File: config.mk
export PLATFORM = sky130hd
export DESIGN_NAME = cfg_space_top
export DESIGN_NICKNAME = d
export VERILOG_FILES = /design/src/rtl/cfg_pkg.sv /design/src/rtl/cfg_global_regs.sv /design/src/rtl/cfg_dev_bank.sv /design/src/rtl/cfg_space_top.sv
export SDC_FILE = /design/constraint.sdc
export NUM_CORES = 2
export LEC_CHECK = 0
export ABC_AREA = 1
export BUFFER_PORTS_ARGS = -buffer_cell sky130_fd_sc_hd__buf_2
export CORE_ASPECT_RATIO = 0.7
export CORE_MARGIN = 2
export CORE_UTILIZATION = 63
export CTS_BUF_LIST = sky130_fd_sc_hd__clkbuf_4 sky130_fd_sc_hd__clkbuf_8
export DETAILED_ROUTE_END_ITERATION = 8
export PLACE_DENSITY = 0.9
export SKIP_CTS_REPAIR_TIMING = 1
export SYNTH_ARGS = -nofsm -noshare
export SYNTH_HDL_FRONTEND = slang
export SYNTH_SLANG_ARGS = --single-unit
File: constraint.sdc
create_clock -name clk -period 3.24 [get_ports clk]
set_input_delay 0.324 -clock clk [delete_from_list [all_inputs] [get_ports clk]]
set_output_delay 0.324 -clock clk [all_outputs]
set_load 0.01 [all_outputs]
File: src/rtl/cfg_pkg.sv
package cfg_pkg;
    localparam logic [7:0] SEL_REG      = 8'h07;
    localparam logic [7:0] ID_REG       = 8'h20;
    localparam logic [7:0] REV_REG      = 8'h21;
    localparam logic [7:0] BANK_START   = 8'h30;
    localparam logic [7:0] ACT_REG      = 8'h31;
    localparam logic [5:0] BASE_GROUP   = 6'b011000;  // 0x60..0x63
    localparam logic [5:0] IRQ_GROUP    = 6'b011100;  // 0x70..0x73
    localparam logic [3:0] DEVCFG_GROUP = 4'hF;       // 0xF0..0xFF
    localparam logic [7:0] NO_REG       = 8'hFF;
endpackage

File: src/rtl/cfg_global_regs.sv
module cfg_global_regs #(
    parameter int         NDEV     = 8,
    parameter int         SEL_W    = 3,
    parameter logic [7:0] CHIP_ID  = 8'hA5,
    parameter logic [7:0] CHIP_REV = 8'h01
) (
    input  logic             clk,
    input  logic             rst_n,
    input  logic             ptr_wr,
    input  logic             val_wr,
    input  logic [7:0]       wdata,
    output logic [7:0]       pointer,
    output logic [SEL_W-1:0] dev_sel,
    output logic [7:0]       rdata
);
    import cfg_pkg::*;

    localparam int NSHARED = 14;  // 0x22..0x2F

    typedef struct packed {
        logic [7:0]              pointer;
        logic [SEL_W-1:0]        sel;
        logic [NSHARED-1:0][7:0] shared;
    } gstate_t;

    gstate_t    st_d, st_q;
    logic [3:0] slot;
    logic       in_shared;

    assign slot      = st_q.pointer[3:0] - 4'd2;
    assign in_shared = (st_q.pointer[7:4] == 4'h2) && (st_q.pointer[3:1] != 3'b000);

    always_comb begin
        st_d = st_q;
        if (ptr_wr) begin
            st_d.pointer = wdata;
        end
        if (val_wr) begin
            if (st_q.pointer == SEL_REG) begin
                if (int'(wdata) < NDEV) begin
                    st_d.sel = wdata[SEL_W-1:0];
                end
            end else if (in_shared) begin
                st_d.shared[slot] = wdata;
            end
        end
    end

    always_ff @(posedge clk) begin
        if (!rst_n) begin
            st_q <= '0;
        end else begin
            st_q <= st_d;
        end
    end

    always_comb begin
        rdata = NO_REG;
        if (st_q.pointer == SEL_REG) begin
            rdata = '0;
            rdata[SEL_W-1:0] = st_q.sel;
        end else if (st_q.pointer == ID_REG) begin
            rdata = CHIP_ID;
        end else if (st_q.pointer == REV_REG) begin
            rdata = CHIP_REV;
        end else if (in_shared) begin
            rdata = st_q.shared[slot];
        end
    end

    assign pointer = st_q.pointer;
    assign dev_sel = st_q.sel;


    sel_keep_chk: assert property (@(posedge clk) disable iff (!rst_n)
        (val_wr && st_q.pointer == SEL_REG && int'(wdata) >= NDEV) |=> $stable(dev_sel));


    ptr_load_chk: assert property (@(posedge clk) disable iff (!rst_n)
        ptr_wr |=> (pointer == $past(wdata)));
endmodule

File: src/rtl/cfg_dev_bank.sv
module cfg_dev_bank (
    input  logic        clk,
    input  logic        rst_n,
    input  logic        wr_en,
    input  logic [7:0]  addr,
    input  logic [7:0]  wdata,
    output logic [7:0]  rdata,
    output logic        enable,
    output logic [31:0] base,
    output logic [31:0] irq
);
    import cfg_pkg::*;

    typedef struct packed {
        logic             act;
        logic [3:0][7:0]  base;
        logic [3:0][7:0]  irq;
        logic [15:0][7:0] cfg;
    } bstate_t;

    bstate_t st_d, st_q;

    always_comb begin
        st_d = st_q;
        if (wr_en) begin
            if (addr == ACT_REG) begin
                st_d.act = wdata[0];
            end else if (addr[7:2] == BASE_GROUP) begin
                st_d.base[addr[1:0]] = wdata;
            end else if (addr[7:2] == IRQ_GROUP) begin
                st_d.irq[addr[1:0]] = wdata;
            end else if (addr[7:4] == DEVCFG_GROUP) begin
                st_d.cfg[addr[3:0]] = wdata;
            end
        end
    end

    always_ff @(posedge clk) begin
        if (!rst_n) begin
            st_q <= '0;
        end else begin
            st_q <= st_d;
        end
    end

    always_comb begin
        rdata = NO_REG;
        if (addr == ACT_REG) begin
            rdata = {7'b0, st_q.act};
        end else if (addr[7:2] == BASE_GROUP) begin
            rdata = st_q.base[addr[1:0]];
        end else if (addr[7:2] == IRQ_GROUP) begin
            rdata = st_q.irq[addr[1:0]];
        end else if (addr[7:4] == DEVCFG_GROUP) begin
            rdata = st_q.cfg[addr[3:0]];
        end
    end

    assign enable = st_q.act;
    assign base   = st_q.base;
    assign irq    = st_q.irq;


    act_hold_chk: assert property (@(posedge clk) disable iff (!rst_n)
        !wr_en |=> $stable(enable));


    act_write_chk: assert property (@(posedge clk) disable iff (!rst_n)
        (wr_en && addr == ACT_REG) |=> (enable == $past(wdata[0])));


    base_hold_chk: assert property (@(posedge clk) disable iff (!rst_n)
        !wr_en |=> ($stable(base) && $stable(irq)));
endmodule

File: src/rtl/cfg_space_top.sv
module cfg_space_top #(
    parameter int         NDEV     = 8,
    parameter bit         ALT_PORT = 1'b0,
    parameter logic [7:0] CHIP_ID  = 8'hA5,
    parameter logic [7:0] CHIP_REV = 8'h01
) (
    input  logic               clk,
    input  logic               rst_n,
    input  logic [15:0]        io_addr,
    input  logic [7:0]         io_wdata,
    input  logic               io_wr,
    input  logic               io_rd,
    output logic [7:0]         io_rdata,
    output logic [NDEV-1:0]    dev_enable,
    output logic [NDEV*32-1:0] dev_base,
    output logic [NDEV*32-1:0] dev_irq
);
    import cfg_pkg::*;

    localparam int          SEL_W    = (NDEV > 1) ? $clog2(NDEV) : 1;
    localparam logic [15:0] PTR_PORT = ALT_PORT ? 16'h004E : 16'h002E;
    localparam logic [15:0] VAL_PORT = PTR_PORT + 16'd1;

    typedef struct packed {
        logic [7:0] rdata;
    } tstate_t;

    tstate_t          st_d, st_q;
    logic             hit_ptr, hit_val, ptr_wr, val_wr, banked;
    logic [7:0]       pointer, shared_rd;
    logic [SEL_W-1:0] dev_sel;
    logic [7:0]       bank_rd [NDEV];

    assign hit_ptr = (io_addr == PTR_PORT);
    assign hit_val = (io_addr == VAL_PORT);
    assign ptr_wr  = io_wr && hit_ptr;
    assign val_wr  = io_wr && hit_val;
    assign banked  = (pointer >= BANK_START);

    cfg_global_regs #(
        .NDEV     (NDEV),
        .SEL_W    (SEL_W),
        .CHIP_ID  (CHIP_ID),
        .CHIP_REV (CHIP_REV)
    ) u_global (
        .clk     (clk),
        .rst_n   (rst_n),
        .ptr_wr  (ptr_wr),
        .val_wr  (val_wr && !banked),
        .wdata   (io_wdata),
        .pointer (pointer),
        .dev_sel (dev_sel),
        .rdata   (shared_rd)
    );

    for (genvar k = 0; k < NDEV; k++) begin : g_bank
        cfg_dev_bank u_bank (
            .clk    (clk),
            .rst_n  (rst_n),
            .wr_en  (val_wr && banked && (int'(dev_sel) == k)),
            .addr   (pointer),
            .wdata  (io_wdata),
            .rdata  (bank_rd[k]),
            .enable (dev_enable[k]),
            .base   (dev_base[k*32 +: 32]),
            .irq    (dev_irq[k*32 +: 32])
        );
    end

    always_comb begin
        st_d = st_q;
        if (io_rd && hit_ptr) begin
            st_d.rdata = pointer;
        end else if (io_rd && hit_val) begin
            st_d.rdata = banked ? bank_rd[dev_sel] : shared_rd;
        end
    end

    always_ff @(posedge clk) begin
        if (!rst_n) begin
            st_q <= '0;
        end else begin
            st_q <= st_d;
        end
    end

    assign io_rdata = st_q.rdata;


    ptr_read_chk: assert property (@(posedge clk) disable iff (!rst_n)
        (io_rd && hit_ptr) |=> (io_rdata == $past(pointer)));


    rdata_hold_chk: assert property (@(posedge clk) disable iff (!rst_n)
        !io_rd |=> $stable(io_rdata));


    id_const_chk: assert property (@(posedge clk) disable iff (!rst_n)
        (io_rd && hit_val && pointer == ID_REG) |=> (io_rdata == CHIP_ID));
endmodule

# ---- Yosys cells after proc, flatten, opt, wreduce, memory -nomap -nowiden
# Index checks and enable logic that the tools add are counted.
dict set report op_classes {
  add_sub_neg 1
  n_lt_le_gt_ge 9
  n_eq_ne 17
  mux 123
  n_bitwise 5
  n_reduce_logical 56
}
# cell count
set ops {}
lappend ops {{bitwise mux 128 bit} 8}
lappend ops {{2-to-1 mux 8 bit} 69}
lappend ops {{bitwise mux 32 bit} 16}
lappend ops {{binary-select mux 8 bit (select 4 bit)} 9}
lappend ops {{binary-select mux 8 bit (select 2 bit)} 16}
lappend ops {{bitwise mux 112 bit} 1}
lappend ops {{demux 8 bit (select 4 bit)} 2}
lappend ops {{AND reduction 5 bit} 8}
lappend ops {{== test 16 x 6 -> 1 bit, second input constant} 2}
lappend ops {{AND reduction 4 bit} 8}
lappend ops {{AND reduction 3 bit} 10}
lappend ops {{binary-select mux 8 bit (select 3 bit)} 1}
lappend ops {{== test 8 x 6 -> 1 bit, second input constant} 3}
lappend ops {{logical AND 1 bit} 18}
lappend ops {{demux 8 bit (select 2 bit)} 1}
lappend ops {{AND reduction 2 bit} 8}
lappend ops {{== test 3 bit, second input constant} 4}
lappend ops {{== test 6 x 5 -> 1 bit, second input constant} 2}
lappend ops {{< comparator 4 x 5 -> 1 bit, second input constant} 2}
lappend ops {{== test 8 x 3 -> 1 bit, second input constant} 1}
lappend ops {{greater-or-equal comparator 4 x 1 -> 1 bit, second input constant} 2}
lappend ops {{greater-or-equal comparator 8 x 6 -> 1 bit, second input constant} 1}
lappend ops {{< comparator 8 x 4 -> 1 bit, second input constant} 1}
lappend ops {{== test 3 x 2 -> 1 bit, second input constant} 2}
lappend ops {{other kinds (13)} 16}
dict set report word_totals {
  regBits 1675
  inputBits 28
}

# ---- Logic depth before layout (Yosys ltp)
dict set report depth {
  ltp_word 12
  mapped_depth 22
  depth_no_buf 19
}

# ---- By module
# From an unflattened synthesis, not the netlist that was laid out.
dict set report hier_totals {
  hier_cells 11250
  area_unflattened_um2 78689.2
}
# mod n_inst cells_each area_per_inst_um2 seq_area_each_um2
set by_module_without_submodules {}
lappend by_module_without_submodules {{cfg_dev_bank at g_bank[0].u_bank ...} 7 1278 8908.5 3863.7}
lappend by_module_without_submodules {{cfg_dev_bank at g_bank[7].u_bank} 1 1204 9252.6 3863.7}
lappend by_module_without_submodules {cfg_global_regs 1 836 5796.8 2462.4}
lappend by_module_without_submodules {cfg_space_top 1 264 1280.0 160.2}

# ---- Worst setup path after synthesis
# OpenSTA, ideal clock, no wires.
dict set report synth_path {
  kind {reg2reg}
  startpoint {reg u_global.st_q, in the netlist u_global.pointer[1]}
  endpoint {reg u_global.st_q[38] in the netlist's numbering}
  setup_time_ns 0.128
  arrival_ns 2.387
  t_required_ns 3.112
  path_slack_ns 0.725
  stages_incl_launch_ff 16
  path_buffers 3
  cell_sequence {dfxtp_1 > inv_2 > clkbuf_1 > clkbuf_1 > ha_1 > a21oi_1 > inv_1 > nor2_1 > inv_1 > nor2_1 > inv_1 > nor2_1 > inv_1 > clkbuf_1 > o21ai_0 > a21oi_1}
}
dict set report synth_between {
  elab_chain_len 6
  elab_cells_between_ends 15
  classes_between {1 x add/sub; 3 x order compare; 1 x eq/ne; 3 x mux; 1 x bitwise; 6 x reduce/logical}
}
# item line
set synth_lines {}
lappend synth_lines {{start, declared} cfg_global_regs.sv:26} ;# gstate_t st_d, st_q;
lappend synth_lines {{start signal, assigned} cfg_global_regs.sv:53} ;# st_q <= st_d;
lappend synth_lines {{subtractor 4 x 2 -> 4 bit} cfg_global_regs.sv:30} ;# assign slot = st_q.pointer[3:0] - 4'd2;
lappend synth_lines {{< comparator 4 x 5 -> 1 bit (implied by the code) or greater-or-equal comparator 4 x 1 -> 1 bit (tied branches)} cfg_global_regs.sv:44} ;# st_d.shared[slot] = wdata;
lappend synth_lines {{logical AND 1 bit (implied by the code)} cfg_global_regs.sv:44}
lappend synth_lines {{2-to-1 mux 8 bit (implied by the code)} cfg_global_regs.sv:44}
lappend synth_lines {{demux 8 bit (select 4 bit)} n/a}
lappend synth_lines {{bitwise mux 112 bit} cfg_global_regs.sv:44}
# Parallel ways exist; a longest one is shown, timed or not.
# A chain may end at the register's enable or synchronous reset.

# ---- Final worst setup path
dict set report layout_path {
  startpoint {reg u_global.st_q, in the netlist u_global.pointer[0]}
  endpoint {reg st_q, in the netlist io_rdata[2]}
}
dict set report layout_between {
  elab_chain_len 12
  elab_cells_between_ends 98
  classes_between {1 x add/sub; 1 x order compare; 4 x eq/ne; 92 x mux}
}
# item line
set layout_lines {}
lappend layout_lines {{binary-select mux 8 bit (select 4 bit)} cfg_dev_bank.sv:55} ;# rdata = st_q.cfg[addr[3:0]];
lappend layout_lines {{2-to-1 mux 8 bit (implied by the code)} cfg_dev_bank.sv:55}
lappend layout_lines {{2-to-1 mux 8 bit} cfg_dev_bank.sv:54} ;# end else if (addr[7:4] == DEVCFG_GROUP) begin
lappend layout_lines {{2-to-1 mux 8 bit} cfg_dev_bank.sv:52} ;# end else if (addr[7:2] == IRQ_GROUP) begin
lappend layout_lines {{2-to-1 mux 8 bit} cfg_dev_bank.sv:50} ;# end else if (addr[7:2] == BASE_GROUP) begin
lappend layout_lines {{2-to-1 mux 8 bit} cfg_dev_bank.sv:48} ;# if (addr == ACT_REG) begin
lappend layout_lines {{binary-select mux 8 bit (select 3 bit)} cfg_space_top.sv:75} ;# st_d.rdata = banked ? bank_rd[dev_sel] : shared_rd;
lappend layout_lines {{2-to-1 mux 8 bit (implied by the code) (2 in series)} cfg_space_top.sv:75}
lappend layout_lines {{2-to-1 mux 8 bit (*)} cfg_space_top.sv:75}
lappend layout_lines {{2-to-1 mux 8 bit (*)} cfg_space_top.sv:74} ;# end else if (io_rd && hit_val) begin
lappend layout_lines {{2-to-1 mux 8 bit (*)} cfg_space_top.sv:72} ;# if (io_rd && hit_ptr) begin
lappend layout_lines {{end signal, assigned} cfg_space_top.sv:83} ;# st_q <= st_d;
lappend layout_lines {{end, declared} cfg_space_top.sv:28} ;# tstate_t st_d, st_q;
# Mark *: on every way between the ends. The rest lies on a longest branch, timed or not. The select of a mux whose other input is x is not followed.

==> impl_metrics.csv <==
group,metric,value,unit
finish,final_cell_area,0.0827,sq mm
timing,rsz0062_at_grt,"no",
clock_tree,cts_buffer_depth,3,
yosys,syn_inst,10200,
grt,grt_overflow,0,
timing,fmax,0.310,GHz
clock_tree,cts_buffers,230,
yosys,synth_largest_area_cell,"dfxtp_1",
setup_path,cp-end-kind,"register",
finish,final_cells,11800,
yosys,ys_seq_area_share,43.9,%
power,peakVddDrop,0.000471,V
yosys,ys_top_cells_by_area,"dfxtp_1 (44%), a211oi_1 (15%), nand2_1 (11%)",
grt,antenna_found_initial,12,
yosys,synth_edf_count,0,
placed_design,dpl_cell_area,0.0777,sq mm
yosys,synthFlopType,"dfxtp_1",
floorplanning,dieArea,0.124,sq mm
floorplanning,io_pins,556,
finish,drive_above_1_share,15.5,%
timing,relSlewSlack,34.9,%
routing,num_vias,74000,
yosys,synth_top_family_by_area,"simple AND/OR/NAND/NOR gates",
setup_path,crit_arrival,4.15,ns
floorplanning,start_util,63.7,%
yosys,postSynthAreaPerCell,7.50,sq um
finish,fill_cells,9270,
timing,worstMarginPinSlew,0.976,ns
yosys,synth-seq-cells,1675,
timing,fin_tns_setup,0,ns
power,p_leak,31.8,nW
timing,timing.final.hold_violations,1,
hold_path,hp-class,"in2reg",
yosys,synth_nets,10200,
routing,drc,0,
yosys,synth-simple-area-share,24.0,%
clock_tree,clk-insertion-delay-late,0.99,ns
setup_path,crit_required,4.16,ns
run_status,violations,"negative hold slack",
run_status,outcome,"finished with violations",
setup_path,path_max_fanout,34,
timing,clock_skew,0.0427,ns
finish,area_growth,8.22,%
timing,period_share,99.6,%
yosys,synthXorXnorAreaFrac,0,%
finish,finalNetCount,10000,
timing,slew_viol_final,0,
grt,grt_first_pass_wirelength,403,mm
power,powerDensity,471,mW/mm^2
routing,first_pass_iters,6,
floorplanning,num_rows,106,
routing,drt.antenna.violating_nets,0,
routing,post_drt_wl_per_cell,22.9,um
placed_design,placed_cells,11400,
job,maxCapViolCount,0,
finish,mostFrequentLayoutCells,"nand2_1 (2142), nor2_1 (2004), dfxtp_1 (1673)",
setup_path,rrSetupSlack,0.01,ns
yosys,synth_area,0.0764,sq mm
yosys,synth_top_area_share,43.9,%
yosys,muxShareOfSynthArea,0.0131,%
clock_tree,tritoncts,"yes",
placed_design,gp_congestion,1.07,
routing,vias_per_cell,6.28,
timing,hold_ws,-0.0283,ns
setup_path,start_kind,"register",
clock_tree,cts_sinks,1675,
timing,timing.final.crit_period,3.23,ns
floorplanning,die_w,420,um
yosys,yosys_warnings,0,
placed_design,numPortBuffers,555,
grt,grt_pass1_vias,67700,
clock_tree,cts.htree.levels,4,
placed_design,dp_hpwl,179,mm
floorplanning,core,0.120,sq mm
setup_path,path_class,"reg2reg",
routing,drt-initial-drc-count,11000,
finish,layout_commonest_cell,"nand2_1",
yosys,yosysUniqueCellTypes,46,
grt,grt_usage,41.8,%
routing,wl,270,mm
clock_tree,path_clk_slew,0.08,ns
floorplanning,die_h,295,um
yosys,synth_compound_area_share,21.1,%
yosys,synth_fa_ha_area_share,0.0328,%
yosys,async_flop_share,0,%
timing,setup_violations,0,
grt,grt_max_degree,130,
clock_tree,cts-root-buf,"clkbuf_8",
==> registers in the layout, summed over array words and instances, names as in the netlist <==
signal                cells
g_bank.u_bank.irq       256
g_bank.u_bank.base      256
u_global.dev_sel          3
u_global.pointer          8
io_rdata                  8
g_bank.u_bank.st_q     1024
g_bank.u_bank.enable      8
u_global.st_q           112
==> where the power goes <==
part / total (mW) / switching, mW / internal [mW]
Sequential: 20.6 / 0.00000603 / 20.6
Clock: 17.3 / 8.32 / 8.97
Combinational: 1.04 / 0.886 / 0.149
==> cells in the mapped netlist (18+ instances only) <==
library cell  instances
clkbuf_1            571
a21oi_1             272
buf_1                48
buf_4               524
nor2_2               80
nor2_4               75
o22ai_1             152
a22oi_1              64
nand2_1            2147
buf_2               228
dfxtp_1            1675
nor2_1             2006
nand3_1             118
or2_2                21
o21ai_0             257
nand2_2              23
a211oi_1           1547
nand4_1              61
o211ai_1             18
inv_1               221
==> final timing paths <==
check                                                 startpoint                            end  depth (start not counted)
worst max-delay path            u_global.pointer[0]$_SDFFE_PN0P_       io_rdata[2]$_SDFFE_PN0P_                         16
worst min-delay path                                  io_addr[3]       io_rdata[1]$_SDFFE_PN0P_                          7
worst max register to register  u_global.pointer[0]$_SDFFE_PN0P_       io_rdata[2]$_SDFFE_PN0P_                         16
worst min register to register     u_global.st_q[7]$_SDFFE_PN0P_  u_global.st_q[7]$_SDFFE_PN0P_                          2
==> through the flow <==
stage / power [mW] / hold WS (ns) / util (%) / worst slack [ns]
floorplan: 21.6 / 0.424 / - / 0.725
global placement: 22.0 / 0.432 / 64.8 / 0.197
detailed placement: 22.0 / 0.437 / 64.8 / 0.235
CTS: 38.7 / -0.249 / 68.8 / 0.219
global route: 39.7 / 0.0144 / 69.0 / 0.00757
finish: 38.9 / -0.0283 / 69.0 / 0.0124
==> layout make-up <==
class	count	area, sq um	area share [%]
Inverter	233	945	1.14
Tap cell	1620	2030	2.45
Multi-Input combinational cell	6902	34600	41.9
Sequential cell	1675	33500	40.6
Clock inverter	40	310	0.375
Timing Repair Buffer	943	6700	8.10
Antenna cell	6	15.0	0.0182
Clock buffer	370	4520	5.47
==> critical path, cell delays in order, from the launching register on <==
cell and delay (ns):
dfxtp_4 0.43, inv_8 0.27, nor2_4 0.08, buf_12 0.17, nand4_1 0.14, nand2_2 0.09, buf_12 0.20, buf_4 0.20
a21oi_1 0.36, o21ai_0 0.20, a21oi_1 0.44, nor2_1 0.10, nand2_1 0.10, nand3_1 0.10, nand2_1 0.08, nand2_1 0.06
a21oi_1 0.12
==> layer usage <==
metal	share of wire, %	up-vias	track usage [%]	wire, um
li1	-	33700	-	-
met1	38	33700	54.8	102000
met2	41	5434	59.2	110000
met3	15	1108	14.7	41200
met4	6.4	12	24.4	17200
met5	0.026	-	0	69
==> cells by family (layout without fill, tap and decap cells) <==
kind of cell    Yosys count  in the layout
compound gates         2348           2348
fa+ha+maj                 2              2
buf+inv                1610           1586
flops                  1675           1675
mux                       1              1
other cells               0              6
simple gates           4551           4551
(Power assumes the default switching activity.)
